$ cat src/rtl/illop_pkg.sv
package illop_pkg;

    typedef enum logic [2:0] {
        RSN_NONE     = 3'd0,
        RSN_UNDEF    = 3'd1,
        RSN_PRIV     = 3'd2,
        RSN_DSPOFF   = 3'd3,
        RSN_LOOPTAIL = 3'd4
    } reason_e;

    localparam int NUM_COND = 4;

    typedef struct packed {
        logic       vld;
        logic       ill;
        logic [2:0] rsn;
    } outreg_t;

endpackage

$ cat src/rtl/illop_opmatch.sv
module illop_opmatch (
    input  logic [15:0] opcode_i,
    output logic        is_undef_o,
    output logic        is_gbr_ctl_o,
    output logic        is_sr_load_o
);
    logic [3:0] top_nib;
    logic [7:0] low_byte;
    logic       unused_regfield;

    assign top_nib         = opcode_i[15:12];
    assign low_byte        = opcode_i[7:0];
    assign unused_regfield = ^opcode_i[11:8];

    always_comb begin
        is_undef_o   = (top_nib == 4'hF);
        is_gbr_ctl_o = ((top_nib == 4'h4) &&
                        ((low_byte == 8'h1E) || (low_byte == 8'h17) || (low_byte == 8'h13))) ||
                       ((top_nib == 4'h0) && (low_byte == 8'h12));
        is_sr_load_o = (top_nib == 4'h4) &&
                       ((low_byte == 8'h0E) || (low_byte == 8'h07));
    end
endmodule

$ cat src/rtl/illop_prio.sv
module illop_prio
    import illop_pkg::*;
#(
    parameter int N = NUM_COND
) (
    input  logic [N-1:0] cond_i,
    output logic         any_o,
    output logic [2:0]   code_o
);
    always_comb begin
        code_o = 3'd0;
        for (int i = N - 1; i >= 0; i--) begin
            if (cond_i[i]) begin
                code_o = 3'(i + 1);
            end
        end
        any_o = |cond_i;
    end
endmodule

$ cat src/rtl/illop_classifier.sv
module illop_classifier
    import illop_pkg::*;
#(
    parameter int CNT_W    = 8,
    parameter int TAIL_LEN = 3
) (
    input  logic             clk_i,
    input  logic             rst_ni,
    input  logic             dec_valid_i,
    input  logic [15:0]      opcode_i,
    input  logic             cls_priv_i,
    input  logic             cls_dsp_i,
    input  logic             cls_wr_pc_i,
    input  logic             cls_wr_sr_i,
    input  logic             cls_wr_rs_i,
    input  logic             cls_wr_re_i,
    input  logic             in_dslot_i,
    input  logic             user_mode_i,
    input  logic             dsp_en_i,
    input  logic             rpt_active_i,
    input  logic [CNT_W-1:0] rpt_left_i,
    output logic             illegal_o,
    output logic [2:0]       reason_o,
    output logic             out_valid_o,
    output logic             illegal_q_o,
    output logic [2:0]       reason_q_o
);
    localparam logic [CNT_W-1:0] TAIL_MAX = CNT_W'(TAIL_LEN);

    logic                is_undef, is_gbr_ctl, is_sr_load;
    logic                in_tail, writes_ctl;
    logic [NUM_COND-1:0] cond;
    logic                any_cond;
    logic [2:0]          code;
    outreg_t             out_d, out_q;

    illop_opmatch u_match (
        .opcode_i     (opcode_i),
        .is_undef_o   (is_undef),
        .is_gbr_ctl_o (is_gbr_ctl),
        .is_sr_load_o (is_sr_load)
    );

    always_comb begin
        in_tail    = rpt_active_i && (rpt_left_i != '0) && (rpt_left_i <= TAIL_MAX);
        writes_ctl = cls_wr_pc_i || cls_wr_sr_i || cls_wr_rs_i || cls_wr_re_i || is_sr_load;
        cond       = '0;
        if (!in_dslot_i) begin
            cond[0] = is_undef;
            cond[1] = cls_priv_i && user_mode_i && !is_gbr_ctl;
            cond[2] = cls_dsp_i && !dsp_en_i;
            cond[3] = in_tail && writes_ctl;
        end
    end

    illop_prio #(.N(NUM_COND)) u_prio (
        .cond_i (cond),
        .any_o  (any_cond),
        .code_o (code)
    );

    assign illegal_o = any_cond;
    assign reason_o  = code;

    always_comb begin
        out_d     = '0;
        out_d.vld = dec_valid_i;
        if (dec_valid_i) begin
            out_d.ill = any_cond;
            out_d.rsn = code;
        end
    end

    always_ff @(posedge clk_i or negedge rst_ni) begin
        if (!rst_ni) begin
            out_q <= '0;
        end else begin
            out_q <= out_d;
        end
    end

    assign out_valid_o = out_q.vld;
    assign illegal_q_o = out_q.ill;
    assign reason_q_o  = out_q.rsn;
endmodule

$ cat config.mk
export PLATFORM = sky130hd
export DESIGN_NAME = illop_classifier
export DESIGN_NICKNAME = d
export VERILOG_FILES = /design/src/rtl/illop_pkg.sv /design/src/rtl/illop_opmatch.sv /design/src/rtl/illop_prio.sv /design/src/rtl/illop_classifier.sv
export SDC_FILE = /design/constraint.sdc
export NUM_CORES = 1
export LEC_CHECK = 0
export BUFFER_PORTS_ARGS = -buffer_cell sky130_fd_sc_hd__buf_2
export CORE_AREA = 2 2 39 41
export DETAILED_ROUTE_END_ITERATION = 8
export DIE_AREA = 0 0 41 43
export PLACE_DENSITY = 0.73
export SLEW_MARGIN = 20
export SYNTH_ARGS = -nofsm -noshare
export SYNTH_HDL_FRONTEND = slang
export SYNTH_HIERARCHICAL = 1
export SYNTH_SLANG_ARGS = --single-unit
$ cat constraint.sdc
create_clock -name clk_i -period 3 [get_ports clk_i]
set_clock_uncertainty 0.15 [all_clocks]
set_input_delay 0.6 -clock clk_i [delete_from_list [all_inputs] [get_ports clk_i]]
set_output_delay 0.6 -clock clk_i [all_outputs]
set_load 0.005 [all_outputs]
==> out/results.tsv <==
stage	metric	value	unit
logic_synthesis	part of the Yosys area used for sequential elements	34.1	%
clock_network	clock edge transition at the registers on the reported setup and hold paths	0.04	ns
layout	total non-filler cell area in the finished layout	618	um^2
clock_network	clock tree from TritonCTS	done	
global_routing	number of global-route vias before repair	403	
timing	final count of negative-setup-slack endpoints	0	
global_routing	number of antenna violations at the first check in global routing	0	
timing	final count of hold timing violations	0	
layout	final instance count without filler cells	97	
timing	Pins Over Slew Limit	0	
critical_path	crit path launch type	input pin	
routing	average wire length per cell after detail routing	9.99	um
logic_synthesis	post-synth cell types	20	
layout	Area growth syn-to-layout	68.6	%
timing	sum of negative setup slack	0	ns
critical_path	data required time at the worst endpoint	2.25	ns
routing	routed via count	436	
logic_synthesis	XOR/XNOR share of the synthesized area	2.39	%
floorplanning	number of rows created at floorplan	14	
floorplanning	Initial Utilization	26.5	%
clock_network	Bufs on Longest Clock Path	2	
routing	Post-DRT Antenna Nets	0	
clock_network	Clock Tree Root	clkbuf_4	
logic_synthesis	netlist area before placement	367	um^2
logic_synthesis	multiplexer area fraction after synthesis	0	%
power_and_ir_drop	power per cell area	311	mW/mm^2
routing	overall routed net length	969	um
power_and_ir_drop	maximum ir drop on the vdd rail	0.112	mV
timing	worst max-slew margin expressed relative to the limit	71.9	%
floorplanning	die height	43	um
global_routing	global router's overall resource usage	11.9	%
logic_synthesis	adder and majority gate portion of the synthesized area	0	%
clock_network	post-cts resize count	0	
critical_path	Worst Path Max Fanout	3	
timing	final cycle utilization of the critical path	98.3	%
layout	total of fill cells in the finished design	146	
global_routing	final global-route overflow total	0	
hold_path	worst hold path class	input pin to asynchronous set/reset pin	
routing	average via count per standard cell	4.49	
layout	Net count, final	119	
placed_design	placed cell count	93	
timing	Slew @ Worst Pin	0.420	ns
global_routing	global-route wire length before repair	1.48	mm
clock_network	CTS Buf Count	3	
timing	min cycle time layout	2.95	ns
timing	final worst hold slack	0.0131	ns
floorplanning	I/O pins	46	
logic_synthesis	post-synthesis compound-gate area fraction	11.6	%
logic_synthesis	main combinational cell family by area after synthesis	simple AND/OR/NAND/NOR gates	
placed_design	RD Place Congestion	0.607	
routing	detailed router's first-iteration violation count	1	
clock_network	number of hold buffers added after CTS	0	
floorplanning	Die Area	0.00176	mm^2
timing	RSZ-0062 raised after global routing	no	
flow_run	maxcap violations	0	
logic_synthesis	flip-flop and latch count after synthesis	5	
clock_network	clock sink count	5	
logic_synthesis	mean area per synthesized cell	10.2	um^2
timing	FMAX	339	MHz
layout	share of final-layout standard cells stronger than drive strength 1	65.4	%
floorplanning	x dimension of the die	41	um
critical_path	Data arrival, critical path	2.20	ns
power_and_ir_drop	Pwr Total	192	uW
routing	router iterations before antenna repair	2	
critical_path	Critical Path End Type	output pin	
logic_synthesis	total number of yosys warnings	6	
run_status	outcome	finished, final reports clean	
logic_synthesis	net count of the mapped netlist	73	
placed_design	number of buffers added on ports	41	
routing	number of design rule violations left after detail routing	0	
clock_network	H-tree levels	1	
floorplanning	floorplan core area	0.00138	mm^2
logic_synthesis	number of cells produced by synthesis	36	
layout	diode count	0	
clock_network	number of setup buffers added after CTS	0	
critical_path	worst setup path class	input pin to output pin	
placed_design	post-detailed-placement cell area	592	um^2
placed_design	HPWL after detailed placement	874	um
logic_synthesis	post-synthesis simple-gate area fraction	49.8	%
power_and_ir_drop	leakage power of the design	0.000327	uW
global_routing	maximum number of pins on one net before global-route repair	6	
per-layer routing:
metal / global-route usage, % / up-vias / share of wire [%]
li1: - / 224 / -
met1: 12.8 / 186 / 37
met2: 20.6 / 26 / 50
met3: 2.09 / 0 / 13
met4: 6.00 / 0 / 0
met5: 0 / - / 0
critical path, cell delays in order:
cell	delay, ns
buf_2	0.09
or4b_4	0.54
a211oi_2	0.21
and4bb_2	0.29
nor4b_2	0.29
buf_2	0.18
kinds of logic (layout without fill, tap and decap cells):
kind of cell,count (synthesis),after routing
AOI/OAI and AO/OA,5,5
buffers and inverters,2,47
xor gates and xnor gates,1,1
DFF,5,5
and+or+nand+nor,23,23
cell type report:
type,instances,area [um^2],area share (%)
multi-input cells,29,234,37.9
repair buffers,41,205,33.2
flip-flops and latches,5,125,20.2
clock buffers,4,26.3,4.25
inverters,2,7.51,1.21
well taps,16,20.0,3.24
cells in the mapped netlist:
master	n	area (um^2)
dfrtp_1	5	125
and2_1	4	25.0
nor2_1	4	15.0
nor3_1	3	15.0
nor4b_2	3	45.0
inv_1	2	7.51
nand2_1	2	7.51
a211oi_2	1	12.5
a21o_2	1	8.76
a21oi_2	1	8.76
and4_1	1	8.76
and4bb_2	1	12.5
nand3_1	1	5.00
nor2b_1	1	6.26
nor3b_1	1	7.51
nor4_4	1	21.3
o211ai_1	1	7.51
o21ai_0	1	5.00
or4b_4	1	13.8
xor2_1	1	8.76
sequential cells by signal, summed over array words and instances, names as in the netlist:
signal	flops
reason_q_o	3
illegal_q_o	1
out_valid_o	1
worst max-delay path by stage:
stage / start / endpoint
after global routing: opcode_i[5] / reason_o[2]
after floorplan: opcode_i[5] / reason_o[2]
final: opcode_i[5] / reason_o[2]
after detailed placement: opcode_i[5] / reason_o[2]
after CTS: opcode_i[5] / reason_o[2]
after global placement: opcode_i[5] / reason_o[2]
placed cells by master (no fill, tap or decap):
cell type / n
nor3_1: 3
and4_1: 1
nor2_1: 4
nor4b_2: 3
a21oi_2: 1
nand3_1: 1
and4bb_2: 1
nor4_4: 1
a21o_2: 1
a211oi_2: 1
o211ai_1: 1
nor3b_1: 1
clkbuf_1: 1
nor2b_1: 1
dfrtp_1: 5
inv_1: 2
xor2_1: 1
o21ai_0: 1
and2_1: 4
or4b_4: 1
buf_2: 41
clkbuf_4: 3
nand2_1: 2
where the power goes:
group	internal [uW]	total, uW	switching (uW)
registers	70.1	70.6	0.468
logic	25.2	45.1	19.8
clock network	50.2	76.6	26.4
total	146	192	46.7
through the flow:
step                util, %  setup WS, ns
finish                 44.7        0.0514
global route           44.7       0.00943
CTS                    44.7        0.0645
detailed placement     42.8        0.0630
global placement       42.8         0.102
floorplan                 -         0.408
Power figures use the tool's default switching activity.
